[src/rtl/phy_err_stat_pkg.sv]
package phy_err_stat_pkg;

    localparam int NUM_FIELDS = 3;
    localparam int DEC_PORT_W = 8;

    typedef enum logic [1:0] {
        FLD_PROTO  = 2'd0,
        FLD_LOOKUP = 2'd1,
        FLD_CRC    = 2'd2,
        FLD_RSVD   = 2'd3
    } stat_field_e;

    typedef struct packed {
        logic                  hit;
        logic [DEC_PORT_W-1:0] port;
        stat_field_e           field;
    } host_dec_t;

    function automatic logic [15:0] field_offset(input stat_field_e f);
        return {13'd0, f, 1'b0};
    endfunction

endpackage

[src/rtl/stat_addr_decode.sv]
module stat_addr_decode
    import phy_err_stat_pkg::*;
#(
    parameter int ADDR_W    = 12,
    parameter int NUM_PORTS = 4
) (
    input  logic [ADDR_W-1:0] base,
    input  logic [ADDR_W-1:0] addr,
    output host_dec_t         dec
);
    logic [ADDR_W-1:0] offset;
    logic [ADDR_W-1:0] rec_idx;

    always_comb begin
        offset    = addr - base;
        rec_idx   = offset >> 3;
        dec.hit   = rec_idx < ADDR_W'(NUM_PORTS);
        dec.port  = DEC_PORT_W'(rec_idx);
        dec.field = stat_field_e'(offset[2:1]);
    end
endmodule

[src/rtl/soc_timing_check.sv]
module soc_timing_check #(
    parameter int PORT_W = 2
) (
    input  logic              clk,
    input  logic              rst,
    input  logic              rx_enb,
    input  logic              rx_avail,
    input  logic              rx_soc,
    input  logic [PORT_W-1:0] rx_port,
    output logic              miss,
    output logic [PORT_W-1:0] miss_port
);
    logic              enb_q;
    logic              armed_q;
    logic [PORT_W-1:0] port_q;
    logic              arm;

    assign arm = rx_enb & ~enb_q & rx_avail;

    always_ff @(posedge clk) begin
        if (rst) begin
            enb_q   <= 1'b0;
            armed_q <= 1'b0;
            port_q  <= '0;
        end else begin
            enb_q   <= rx_enb;
            armed_q <= arm;
            if (arm) port_q <= rx_port;
        end
    end

    assign miss      = armed_q & ~rx_soc;
    assign miss_port = port_q;


    soc_window_chk: assert property (@(posedge clk) disable iff (rst)
        (rx_enb && !enb_q && rx_avail) |=> (miss != rx_soc));


    no_arm_chk: assert property (@(posedge clk) disable iff (rst)
        !rx_avail |=> !miss);
endmodule

[src/rtl/sat_err_counter.sv]
module sat_err_counter #(
    parameter int CNT_W = 16
) (
    input  logic             clk,
    input  logic             rst,
    input  logic             clr,
    input  logic             inc,
    output logic [CNT_W-1:0] cnt
);
    localparam logic [CNT_W-1:0] CNT_MAX = '1;

    always_ff @(posedge clk) begin
        if (rst || clr)
            cnt <= '0;
        else if (inc && cnt != CNT_MAX)
            cnt <= cnt + 1'b1;
    end


    clr_wins_chk: assert property (@(posedge clk) disable iff (rst)
        clr |=> cnt == '0);


    sat_hold_chk: assert property (@(posedge clk) disable iff (rst)
        (!clr && cnt == CNT_MAX) |=> cnt == CNT_MAX);


    one_step_chk: assert property (@(posedge clk) disable iff (rst)
        !clr |=> (cnt == $past(cnt) || cnt == $past(cnt) + 1'b1));
endmodule

[src/rtl/phy_err_stat.sv]
module phy_err_stat
    import phy_err_stat_pkg::*;
#(
    parameter int NUM_PORTS = 4,
    parameter int CNT_W     = 16,
    parameter int ADDR_W    = 12,
    parameter int PORT_W    = (NUM_PORTS > 1) ? $clog2(NUM_PORTS) : 1
) (
    input  logic              clk,
    input  logic              rst,
    input  logic [ADDR_W-1:0] stat_base,
    input  logic              rx_enb,
    input  logic              rx_avail,
    input  logic              rx_soc,
    input  logic [PORT_W-1:0] rx_port,
    input  logic              rpt_valid,
    input  logic [PORT_W-1:0] rpt_port,
    input  logic              rpt_parity_err,
    input  logic              rpt_hec_err,
    input  logic              rpt_lookup_fail,
    input  logic              rpt_crc10_err,
    input  logic              rpt_abr,
    input  logic [ADDR_W-1:0] host_addr,
    input  logic              host_rd,
    input  logic              host_wr,
    output logic [CNT_W-1:0]  host_rdata
);
    host_dec_t         dec;
    logic              miss;
    logic [PORT_W-1:0] miss_port;
    logic [CNT_W-1:0]  cnt [NUM_PORTS][NUM_FIELDS];

    stat_addr_decode #(.ADDR_W(ADDR_W), .NUM_PORTS(NUM_PORTS)) u_dec (
        .base (stat_base),
        .addr (host_addr),
        .dec  (dec)
    );

    soc_timing_check #(.PORT_W(PORT_W)) u_soc (
        .clk       (clk),
        .rst       (rst),
        .rx_enb    (rx_enb),
        .rx_avail  (rx_avail),
        .rx_soc    (rx_soc),
        .rx_port   (rx_port),
        .miss      (miss),
        .miss_port (miss_port)
    );

    for (genvar p = 0; p < NUM_PORTS; p++) begin : g_port
        logic                  rpt_hit;
        logic [NUM_FIELDS-1:0] inc;

        assign rpt_hit = rpt_valid && (rpt_port == PORT_W'(p));
        assign inc[FLD_PROTO]  = (rpt_hit && (rpt_parity_err || rpt_hec_err))
                              || (miss && miss_port == PORT_W'(p));
        assign inc[FLD_LOOKUP] = rpt_hit && rpt_lookup_fail;
        assign inc[FLD_CRC]    = rpt_hit && rpt_crc10_err && rpt_abr;

        for (genvar f = 0; f < NUM_FIELDS; f++) begin : g_fld
            logic clr;
            assign clr = host_wr && dec.hit
                      && dec.port == DEC_PORT_W'(p)
                      && dec.field == stat_field_e'(f);

            sat_err_counter #(.CNT_W(CNT_W)) u_cnt (
                .clk (clk),
                .rst (rst),
                .clr (clr),
                .inc (inc[f]),
                .cnt (cnt[p][f])
            );
        end
    end

    always_ff @(posedge clk) begin
        if (rst)
            host_rdata <= '0;
        else if (host_rd) begin
            if (dec.hit && dec.field != FLD_RSVD)
                host_rdata <= cnt[dec.port[PORT_W-1:0]][dec.field];
            else
                host_rdata <= '0;
        end
    end


    rsvd_zero_chk: assert property (@(posedge clk) disable iff (rst)
        (host_rd && dec.field == FLD_RSVD) |=> host_rdata == '0);


    out_range_zero_chk: assert property (@(posedge clk) disable iff (rst)
        (host_rd && !dec.hit) |=> host_rdata == '0);
endmodule

[config.mk]
export PLATFORM = sky130hd
export DESIGN_NAME = phy_err_stat
export DESIGN_NICKNAME = d
export VERILOG_FILES = /design/src/rtl/phy_err_stat_pkg.sv /design/src/rtl/stat_addr_decode.sv /design/src/rtl/soc_timing_check.sv /design/src/rtl/sat_err_counter.sv /design/src/rtl/phy_err_stat.sv
export SDC_FILE = /design/constraint.sdc
export NUM_CORES = 1
export LEC_CHECK = 0
export ABC_CLOCK_PERIOD_IN_PS = 5950
export BUFFER_PORTS_ARGS = -buffer_cell sky130_fd_sc_hd__buf_2
export CAP_MARGIN = 40
export CORE_MARGIN = 4
export CORE_UTILIZATION = 35
export DETAILED_ROUTE_END_ITERATION = 12
export PLACE_DENSITY = 0.52
export SLEW_MARGIN = 15
export SYNTH_ARGS = -nofsm -noshare
export SYNTH_HDL_FRONTEND = slang
export SYNTH_SLANG_ARGS = --single-unit
[constraint.sdc]
create_clock -name clk -period 5.95 [get_ports clk]
set_input_delay 1.4875 -clock clk [delete_from_list [all_inputs] [get_ports clk]]
set_output_delay 1.4875 -clock clk [all_outputs]
set_load 0.01 [all_outputs]
* Yosys cells after proc, flatten, opt, wreduce, memory -nomap -nowiden
Cells that the tools add are included.
** Word-level totals
- Bits in registers :: 212
- Output and inout bits :: 16
- Logic and storage cells :: 145
** Cells by class
- $add $sub $neg :: 13
- $lt $le $gt $ge :: 3
- Equal/unequal tests :: 24
- Muxes and demuxes :: 7
- Bitwise logic cells :: 7
- Reductions and logical operators :: 75
** Operators by type and width (count)
- 16-bit by 1-bit adder with 16-bit output (second input constant) :: 12
- 16-bit != test (second input constant) :: 12
- 48-bit binary-select mux with 2-bit select :: 1
- 48-bit 2-to-1 mux :: 2
- 1-bit logical AND :: 54
- 16-bit 2-to-1 mux :: 3
- 16-bit binary-select mux with 2-bit select :: 1
- 1-bit logical OR :: 17
- 8-bit by 2-bit == test with 1-bit output (second input constant) :: 2
- 12-bit subtractor :: 1
- 2-bit == test (second input constant) :: 5
- 9-bit by 3-bit < comparator with 1-bit output (second input constant) :: 1
- 8-bit by 1-bit == test with 1-bit output (second input constant) :: 1
- 8-bit zero test :: 1
- 2-bit by 1-bit == test with 1-bit output (second input constant) :: 3
- 3-bit greater-or-equal comparator (second input constant) :: 2
- 2-bit zero test :: 3
- 2-bit inverter with 3-bit output :: 2
- 1-bit bitwise AND :: 3
- 2-bit != test (second input constant) :: 1
- 1-bit inverter :: 2

* Logic depth before layout (Yosys ltp)
Gate-level depths: netlist of the first run.
- Word-level depth :: 9
- Mapped depth :: 12

* By module
From an unflattened synthesis of the first run, not the netlist that was laid out.
** Second synthesis, totals
- Cell total of the unflattened synthesis :: 1435
- Area total of the unflattened synthesis :: 13167.6 µm²
** By module, submodules not included
- sat_err_counter :: instances 12, cells an instance 95, area an instance 847.1 µm²
- phy_err_stat :: instances 1, cells an instance 200, area an instance 2240.9 µm²
- stat_addr_decode :: instances 1, cells an instance 81, area an instance 608.1 µm²
- soc_timing_check :: instances 1, cells an instance 14, area an instance 153.9 µm²

* Worst setup path before layout of the first run
Ideal clock, no wire load.
- Path type :: in2reg
- From :: input port host_addr[0]
- To :: register host_rdata[11]
- Library setup time :: 0.138 ns
- Arrival time :: 3.852 ns
- Data required time :: 5.812 ns
- Path slack :: 1.959 ns
- Cell stages on the path :: 11
- Cell sequence :: and2b_1 > fa_1 > and2b_1 > o22ai_1 > xnor2_1 > buf_2 > buf_4 > clkbuf_1 > mux4_2 > a21oi_1 > o31ai_2
** Between the ends
- Word-level cells in the longest chain between the ends :: 9
** Ends and longest elaborated chain
- from (decl) :: RTL line phy_err_stat.sv:23 : input logic [ADDR_W-1:0] host_addr,
- 12-bit subtractor (*) :: RTL line stat_addr_decode.sv:15 : offset = addr - base;
- 2-bit inverter with 3-bit output (implied by the code) :: RTL line phy_err_stat.sv:81 : host_rdata <= cnt[dec.port[PORT_W-1:0]][dec.field];
- 48-bit binary-select mux with 2-bit select :: RTL line phy_err_stat.sv:81
- 48-bit 2-to-1 mux (implied by the code) (2 in a row) :: RTL line phy_err_stat.sv:81
- 16-bit binary-select mux with 2-bit select :: RTL line phy_err_stat.sv:81
- 16-bit 2-to-1 mux (implied by the code) (2 in a row) :: RTL line phy_err_stat.sv:81
- 16-bit 2-to-1 mux (*) :: RTL line phy_err_stat.sv:80 : if (dec.hit && dec.field != FLD_RSVD)
- to (signal assigned) :: RTL line phy_err_stat.sv:81
- to (decl) :: RTL line phy_err_stat.sv:26 : output logic [CNT_W-1:0] host_rdata
Mark *: on every way between the ends. The rest lies on a longest branch, timed or not. The select of a mux whose other input is x is not followed.
A chain may end at the register's enable or synchronous reset.

* Worst setup path in the final report of the first run
- From :: input port stat_base[0]
- To :: register host_rdata[15]
** Between the ends
- Word-level cells in the longest chain between the ends :: 9
** Ends and longest elaborated chain
- from (decl) :: RTL line phy_err_stat.sv:11 : input logic [ADDR_W-1:0] stat_base,
- 12-bit subtractor (*) :: RTL line stat_addr_decode.sv:15
- 2-bit inverter with 3-bit output (implied by the code) :: RTL line phy_err_stat.sv:81
- 48-bit binary-select mux with 2-bit select :: RTL line phy_err_stat.sv:81
- 48-bit 2-to-1 mux (implied by the code) (2 in a row) :: RTL line phy_err_stat.sv:81
- 16-bit binary-select mux with 2-bit select :: RTL line phy_err_stat.sv:81
- 16-bit 2-to-1 mux (implied by the code) (2 in a row) :: RTL line phy_err_stat.sv:81
- 16-bit 2-to-1 mux (*) :: RTL line phy_err_stat.sv:80
Marked as above.

==> results of run 1 <==
[through the flow]
step | cell area, µm² | total power (W) | hold slack [ns]
after CTS | 14000 | 0.00343 | 0.456
after floorplan | 12300 | 0.00176 | 0.469
after global placement | 13100 | 0.00187 | 0.437
after global routing | 14000 | 0.00355 | 0.490
final | 14000 | 0.00341 | 0.455
after detailed placement | 13100 | 0.00187 | 0.449
[critical path, stage by stage]
cell and delay (ns):
buf_2 0.09, and2b_1 0.19, fa_1 0.40, and2b_1 0.26, o2111ai_2 0.16, a21o_1 0.25, nand4b_1 0.10, o211ai_1 0.10
buf_4 0.22, or4_1 0.88, o31ai_1 0.38
[synth_stat cells (all sizes together), types with 8 or more instances]
master and count:
clkbuf 47, nor3 35, dfxtp 212, ha 22, a211oi 176, xor2 108
nand4 68, o31ai 15, xnor2 69, a21oi 43, and2 8, nand3 78
nor2 57, buf 42, mux4 48, a21o 9, and3 29, a22o 15
mux2i 16, and4 12, nor2b 8, inv 28, nand2 108
[metal layers]
layer	GRT usage	vias up	wire length [µm]
met5	0	-	0
met1	0.289	5043	18500
li1	-	5044	-
met2	0.279	254	15900
met3	0.0245	34	1870
met4	0.0321	0	556
[power by group]
part	internal, W	switching (W)
sequential	0.00142	0.00000741
combinational	0.000161	0.000264
clock	0.000926	0.000627
[kinds of logic after synthesis]
kind of cell / share of synthesized area
compound gates: 0.176
xor+xnor: 0.127
fa+ha+maj: 0.0240
buf+inv: 0.0415
flops: 0.345
mux: 0.103
simple gates: 0.184
[sequential cells by signal (all words and copies together), names as in the netlist]
name / cells
g_port.g_fld.u_cnt.cnt: 192
u_soc.miss_port: 2
u_soc.enb_q: 1
host_rdata: 16
u_soc.armed_q: 1
[area by class of cell]
class | instances | area [µm²]
repair buffers | 91 | 672
clock buffers | 41 | 808
fillers | 3411 | 20600
well taps | 455 | 569
clock inverters | 5 | 28.8
flip-flops and latches | 212 | 4240
inverters | 28 | 105
multi-input cells | 992 | 7600
[how the worst max path moves through the flow]
stage / from / to / slack [ns] / cells past startpoint
finish: stat_base[0] / host_rdata[15]$_SDFFE_PP0P_ / 1.83 / 11
global route: host_addr[0] / host_rdata[15]$_SDFFE_PP0P_ / 1.67 / 11
floorplan: host_addr[0] / host_rdata[11]$_SDFFE_PP0P_ / 1.96 / 11
global placement: stat_base[2] / g_port[1].g_fld[0].u_cnt.cnt[13]$_SDFFE_PP0P_ / 1.34 / 11
CTS: stat_base[0] / host_rdata[15]$_SDFFE_PP0P_ / 1.85 / 11
detailed placement: stat_base[0] / host_rdata[15]$_SDFFE_PP0P_ / 1.31 / 11
==> flow_summary.json, run 1 <==
{
  "status": "finished clean",
  "clkTransAtPathRegs_ns": 0.05,
  "synth.area.top_cells": "dfxtp_1, a211oi_1, mux4_2",
  "ys_ff_latch": 212,
  "gp_congestion": 0.856,
  "r2r_cells": 7,
  "maxSlewViolCount": 0,
  "period_needed_ns": 4.12,
  "syn_nets": 1385,
  "grt_pass1_vias": 9613,
  "max_clock_freq_mhz": 243,
  "nNetsFinal": 1416,
  "power.leakage_nw": 4.51,
  "drive_gt1_frac": 0.156,
  "layout_commonest_cell": "dfxtp_1",
  "final_util": 0.405,
  "min_delay_path_depth": 2,
  "setup_slack_ns": 1.83,
  "path_class": "input pin to register",
  "holdCritStartpoint": "host_rdata[0]$_SDFFE_PP0P_",
  "r2r_start": "u_soc.miss_port[1]$_SDFFE_PP0P_",
  "start_kind": "input pin",
  "required_ns": 6.36,
  "wl_mm": 36.8,
  "worst-path-max-fanout": 16,
  "hold_path_class": "register to register",
  "vias_per_cell": 5.69,
  "cts.htree.levels": 1,
  "r2r_slack_ns": 3.42,
  "antenna_found_initial": 0,
  "boundaryPins": 57,
  "cts_buffer_depth": 3,
  "first_iter_violations": 788,
  "tns_ns": 0,
  "crit_path_end_kind": "register",
  "maxCapViolCount": 0,
  "cts_resized": 0,
  "post_cts_buffers": 0,
  "async_reset_ff_frac": 0,
  "antenna_cells": 0,
  "port_buffers": 56,
  "numCtsBuffers": 27,
  "synth_top_area_share": 0.345,
  "grt_usage": 0.186,
  "drc_errors": 0,
  "yosys.cell_types.count": 65,
  "yosysSeqAreaShare": 0.345,
  "firstDrtPassIters": 4,
  "row_count": 68,
  "core_area_um2": 34600,
  "cts_root_buffer": "clkbuf_16",
  "rsz0062_at_grt": "no",
  "post-route-period-util": 0.693,
  "place_ws_ns": 1.31,
  "yosysWarnings": 0,
  "area_growth_pct": 14.0,
  "initial_core_util": 0.355,
  "final-hold-violation-count": 0,
  "fp.dieW_um": 196,
  "cts_sinks": 212,
  "mappedNetlistArea_um2": 12300,
  "ir_worst_vdd_mv": 0.197,
  "antenna_left": 0,
  "clk_latency_ns": 0.53,
  "grt_pass1_wl_mm": 58.1,
  "fin_cells": 1824,
  "grt_start_max_net_pins": 78,
  "dp_hpwl_mm": 26.3,
  "syn_area_per_cell_um2": 9.32,
  "mostFrequentLayoutCells": "dfxtp_1, a211oi_1, xor2_1",
  "syn-instance-count": 1321,
  "clock_skew_ns": 0.0189,
  "routedWlPerCell_um": 20.2,
  "synth_top_flop_cell": "dfxtp_1",
  "r2r-end": "g_port[1].g_fld[0].u_cnt.cnt[15]$_SDFFE_PP0P_",
  "dieArea_um2": 38200,
  "tightest_slew_ns": 0.749,
  "overflow": 0,
  "holdPathEnd": "host_rdata[0]$_SDFFE_PP0P_",
  "yosysTopAreaCell": "dfxtp_1",
  "arrival_ns": 4.53,
  "synth_edf_count": 0,
  "routed-via-count": 10400,
  "power_density_nw_per_um2": 243,
  "die_h_um": 196,
  "cts_tree": "done",
  "place_inst": 1776,
  "max-slew-margin-rel": 0.496,
  "finalSetupViolCount": 0,
  "cts_hold_buf": 0
}
(Power assumes the default switching activity.)
==> inputs of run 2 (changes only) <==
--- a/config.mk
+++ b/config.mk
@@ -5,13 +5,13 @@
 export SDC_FILE = /design/constraint.sdc
 export NUM_CORES = 1
 export LEC_CHECK = 0
-export ABC_CLOCK_PERIOD_IN_PS = 5950
+export ABC_CLOCK_PERIOD_IN_PS = 3400
 export BUFFER_PORTS_ARGS = -buffer_cell sky130_fd_sc_hd__buf_2
 export CAP_MARGIN = 40
 export CORE_MARGIN = 4
 export CORE_UTILIZATION = 35
 export DETAILED_ROUTE_END_ITERATION = 12
-export PLACE_DENSITY = 0.52
+export PLACE_DENSITY = 0.54
 export SLEW_MARGIN = 15
 export SYNTH_ARGS = -nofsm -noshare
 export SYNTH_HDL_FRONTEND = slang
==> constraint.sdc (replaced) <==
create_clock -name clk -period 3.4 [get_ports clk]
set_input_delay 0.85 -clock clk [delete_from_list [all_inputs] [get_ports clk]]
set_output_delay 0.85 -clock clk [all_outputs]
set_load 0.01 [all_outputs]
==> run 2 against run 1 <==
- die area stayed put
- register-to-register slack worse by 2.5 ns
- sequential share of layout area is 1.1 points lower
==> flow_summary.json, run 2 (same netlist as run 1, synthesis figures left out) <==
{
  "grt_pass1_wl_mm": 57.4,
  "ir_worst_vdd_mv": 0.364,
  "numCtsBuffers": 27,
  "max_stage_delay_ns": 0.48,
  "tns_ns": 0,
  "gp_congestion": 0.895,
  "port_buffers": 56,
  "core_area_um2": 34600,
  "pwr-share-clk": 0.467,
  "crit_path_start": "host_addr[0]",
  "crit_path_end_kind": "register",
  "crit_end": "host_rdata[2]$_SDFFE_PP0P_",
  "largest-register": "g_port.g_fld.u_cnt.cnt",
  "required_ns": 3.86,
  "r2r-end": "g_port[1].g_fld[0].u_cnt.cnt[11]$_SDFFE_PP0P_",
  "grt_pass1_vias": 9834,
  "first_iter_violations": 593,
  "power_density_nw_per_um2": 431,
  "initial_core_util": 0.355,
  "area_growth_pct": 18.3,
  "cts_root_buffer": "clkbuf_16",
  "antenna_cells": 0,
  "worst-path-max-fanout": 16,
  "slowest_stage": "or4_1",
  "cts_sinks": 212,
  "setup_slack_ns": 0.402,
  "routedWlPerCell_um": 19.6,
  "die_h_um": 196,
  "period_needed_ns": 3.00,
  "layout_commonest_cell": "dfxtp_1",
  "finalSetupViolCount": 0,
  "fp.dieW_um": 196,
  "boundaryPins": 57,
  "overflow": 0,
  "cts_buffer_depth": 3,
  "hold_path_class": "register to register",
  "start_kind": "input pin",
  "internal_power_w": 0.00466,
  "r2r_cells": 7,
  "r2r_slack_ns": 0.94,
  "path_class": "input pin to register",
  "power_switching_w": 0.00161,
  "dieArea_um2": 38200,
  "power_frac_seq": 0.399,
  "largest_register_ffs": 192,
  "rsz0062_at_grt": "no",
  "firstDrtPassIters": 7,
  "post_cts_buffers": 0,
  "switching_share": 0.257,
  "status": "finished clean",
  "final-hold-violation-count": 0,
  "cts_hold_buf": 0,
  "holdWs_ns": 0.476,
  "drive_gt1_frac": 0.176,
  "final_util": 0.421,
  "grt_usage": 0.185,
  "clkTransAtPathRegs_ns": 0.06,
  "place_ws_ns": -0.138,
  "mostFrequentLayoutCells": "dfxtp_1, a211oi_1, xor2_1",
  "clk_latency_ns": 0.54,
  "cts_resized": 0,
  "power_frac_comb": 0.133,
  "max-slew-margin-rel": 0.498,
  "wl_mm": 36.4,
  "drc_errors": 0,
  "maxSlewViolCount": 0,
  "max_clock_freq_mhz": 334,
  "vias_per_cell": 5.61,
  "maxCapViolCount": 0,
  "cts_tree": "done",
  "path_cells": "buf_2 > and2b_1 > fa_1 > and2b_1 > o22ai_1 > nand2b_1 > a311oi_1 > nand4_1 > or4_1 > buf_4 > o31ai_1",
  "row_count": 68,
  "tightest_slew_ns": 0.754,
  "post-route-period-util": 0.882,
  "grt_start_max_net_pins": 97,
  "arrival_ns": 3.45,
  "routed-via-count": 10400,
  "clock_skew_ns": 0.0203,
  "antenna_found_initial": 0,
  "antenna_left": 0,
  "nNetsFinal": 1448,
  "cts.htree.levels": 1,
  "cp_common_cell": "and2b_1",
  "dp_hpwl_mm": 26.5,
  "power.leakage_nw": 4.76,
  "r2r_start": "u_soc.armed_q$_SDFF_PP0_"
}
## run 2: cell type report
| type | instances | area (µm²) |
|---|---|---|
| clock inverter | 9 | 124 |
| clock buffer | 39 | 781 |
| inverter | 28 | 105 |
| fill | 3391 | 20100 |
| sequential | 212 | 4240 |
| tap | 455 | 569 |
| timing repair buffer | 123 | 1140 |
| multi-input combinational | 992 | 7600 |
## run 2: power by group through the flow
stage,Clock (W),Combinational (W),Sequential (W)
3_5_place_dp,0,0.000834,0.00256
2_1_floorplan,0,0.000527,0.00255
6_report,0.00293,0.000837,0.00251
3_3_place_gp,0,0.000833,0.00256
5_1_grt,0.00309,0.000898,0.00251
4_1_cts,0.00299,0.000838,0.00251
## run 2: per-stage QoR
step	instances	instance area, µm²	total power [W]
detailed placement	1810	13700	0.00339
global route	1858	14600	0.00649
CTS	1858	14600	0.00634
global placement	1809	13600	0.00339
floorplan	1321	12300	0.00308
finish	1858	14600	0.00627
## run 2: layer usage
metal,wire length (µm),GRT usage,up-vias
met5,0,0,-
met4,1010,0.0484,0
met3,2200,0.0407,58
met2,15500,0.273,267
met1,17600,0.272,4990
li1,-,-,5102
## run 2: worst min-delay path by stage
stage | from | to | slack, ns | depth (start not counted)
finish | host_rdata[5]$_SDFFE_PP0P_ | host_rdata[5]$_SDFFE_PP0P_ | 0.48 | 2
global route | host_rdata[5]$_SDFFE_PP0P_ | host_rdata[5]$_SDFFE_PP0P_ | 0.49 | 2
CTS | host_rdata[5]$_SDFFE_PP0P_ | host_rdata[5]$_SDFFE_PP0P_ | 0.47 | 2
detailed placement | host_rdata[5]$_SDFFE_PP0P_ | host_rdata[5]$_SDFFE_PP0P_ | 0.46 | 2
global placement | host_rdata[4]$_SDFFE_PP0P_ | host_rdata[4]$_SDFFE_PP0P_ | 0.47 | 2
floorplan | host_rdata[0]$_SDFFE_PP0P_ | host_rdata[0]$_SDFFE_PP0P_ | 0.47 | 2
## run 2: critical path, delay by kind of cell
kind | cells | cell delay [ns]
compound gates | 3 | 0.65
fa+ha+maj | 1 | 0.39
buf+inv | 2 | 0.29
simple gates | 5 | 1.27
==> inputs of run 3 (changes only) <==
--- a/config.mk
+++ b/config.mk
@@ -8,10 +8,12 @@
 export ABC_CLOCK_PERIOD_IN_PS = 3400
 export BUFFER_PORTS_ARGS = -buffer_cell sky130_fd_sc_hd__buf_2
 export CAP_MARGIN = 40
+export CORE_ASPECT_RATIO = 0.9
 export CORE_MARGIN = 4
 export CORE_UTILIZATION = 35
 export DETAILED_ROUTE_END_ITERATION = 12
 export PLACE_DENSITY = 0.54
+export REMOVE_ABC_BUFFERS = 1
 export SLEW_MARGIN = 15
 export SYNTH_ARGS = -nofsm -noshare
 export SYNTH_HDL_FRONTEND = slang
==> run 3 against run 2 <==
- via count shrank 0.34%
- setup slack lost 0.13 ns
- register-to-register slack gained 0.15 ns
- critical path depth grew 2
- core utilization grew 0.36 points
- clock skew is essentially flat
- critical endpoint is now host_rdata[15]$_SDFFE_PP0P_
==> flow_summary.json, run 3 (same netlist as run 1, synthesis figures left out) <==
{
  "finalSetupViolCount": 0,
  "post-route-period-util": 0.920,
  "largest-register": "g_port.g_fld.u_cnt.cnt",
  "maxCapViolCount": 0,
  "die_h_um": 186,
  "ir_worst_vdd_mv": 0.370,
  "grt_pass1_vias": 9708,
  "crit_path_end_kind": "register",
  "cts_hold_buf": 0,
  "final_cell_area_um2": 14600,
  "cts_sinks": 212,
  "grt_start_max_net_pins": 99,
  "antenna_found_initial": 0,
  "required_ns": 3.83,
  "start_kind": "input pin",
  "wl_mm": 36.6,
  "tns_ns": 0,
  "drc_errors": 0,
  "dieArea_um2": 38200,
  "antenna_left": 0,
  "clk_latency_ns": 0.54,
  "final-hold-violation-count": 0,
  "critPathTopFamily": "compound AO/OA/AOI/OAI gates",
  "gp_congestion": 0.864,
  "grt_usage": 0.188,
  "cts_tree": "done",
  "max_clock_freq_mhz": 320,
  "routedWlPerCell_um": 19.5,
  "dp_hpwl_mm": 26.6,
  "hold_path_class": "register to register",
  "maxSlewViolCount": 0,
  "arrival_ns": 3.55,
  "rsz0062_at_grt": "no",
  "fp.dieW_um": 206,
  "max_stage_delay_ns": 0.38,
  "initial_core_util": 0.358,
  "antenna_cells": 0,
  "crit_buf_inv": 4,
  "power_density_nw_per_um2": 426,
  "cts_buffer_depth": 3,
  "tightest_slew_ns": 0.684,
  "fin_cells": 1877,
  "numCtsBuffers": 26,
  "drive_gt1_frac": 0.183,
  "first_iter_violations": 721,
  "cts_root_buffer": "clkbuf_16",
  "boundaryPins": 57,
  "slowest_stage": "fa_1",
  "placed_area_um2": 13700,
  "vias_per_cell": 5.53,
  "post_cts_buffers": 0,
  "layout_commonest_cell": "dfxtp_1",
  "row_count": 64,
  "firstDrtPassIters": 5,
  "mostFrequentLayoutCells": "dfxtp_1, a211oi_1, xor2_1",
  "power.leakage_nw": 4.79,
  "cts_resized": 0,
  "core_area_um2": 34400,
  "max-slew-margin-rel": 0.540,
  "status": "finished clean",
  "nNetsFinal": 1460,
  "path_class": "input pin to register",
  "clock_skew_ns": 0.0204,
  "clkTransAtPathRegs_ns": 0.06,
  "grt_pass1_wl_mm": 56.9,
  "port_buffers": 56,
  "cts.htree.levels": 1,
  "path_cells": "buf_2 > and2b_1 > fa_1 > and2b_1 > buf_4 > o22ai_1 > xnor2_2 > buf_12 > buf_4 > mux4_2 > a22o_1 > a21oi_1 > o31ai_1",
  "period_needed_ns": 3.13,
  "overflow": 0,
  "place_inst": 1830,
  "routed-via-count": 10400,
  "total_power_w": 0.00620,
  "holdWs_ns": 0.456,
  "area_growth_pct": 18.4,
  "worst-path-max-fanout": 16,
  "largest_register_ffs": 192
}
[run 3: path summary, 6_finish.rpt]
path                                           startpoint                                            to  slack (ns)  cells past startpoint
max                                          host_addr[0]                   host_rdata[15]$_SDFFE_PP0P_        0.27                     13
min                            host_rdata[8]$_SDFFE_PP0P_                    host_rdata[8]$_SDFFE_PP0P_        0.46                      2
max reg2reg  g_port[2].g_fld[1].u_cnt.cnt[2]$_SDFFE_PP0P_  g_port[2].g_fld[1].u_cnt.cnt[5]$_SDFFE_PP0P_        1.09                      8
min reg2reg                    host_rdata[8]$_SDFFE_PP0P_                    host_rdata[8]$_SDFFE_PP0P_        0.46                      2
[run 3: worst register-to-register path, delay by kind of cell, from the launching register on]
kind                      cells  cell delay (ns)
AOI/OAI and AO/OA             2             0.36
xor gates and xnor gates      1             0.07
buffers and inverters         1             0.17
DFF                           1             0.45
and+or+nand+nor               4             1.16
[run 3: report_power, final]
part	internal, W	leakage (nW)	switching (W)
logic	0.000386	2.65	0.000492
clock network	0.00171	0.430	0.00111
registers	0.00249	1.71	0.0000114
[run 3: layout make-up]
type | count | area [µm²]
repair buffers | 136 | 1170
inverters | 28 | 105
clock inverters | 7 | 96.3
fillers | 3378 | 19800
well taps | 462 | 578
flip-flops and latches | 212 | 4240
multi-input cells | 992 | 7600
clock buffers | 40 | 773
[run 3: metal layers]
metal  vias up  GRT usage  wire length, µm
li1       5126          -                -
met1      4938      0.285            18200
met2       258      0.273            15100
met3        60     0.0253             2040
met4         0     0.0643             1320
met5         -          0                0
[run 3: per-stage QoR]
step	worst slack [ns]	util
finish	0.273	0.424
global route	0.161	0.424
CTS	0.309	0.424
detailed placement	-0.252	0.399
global placement	-0.299	0.397
floorplan	-5.43	-
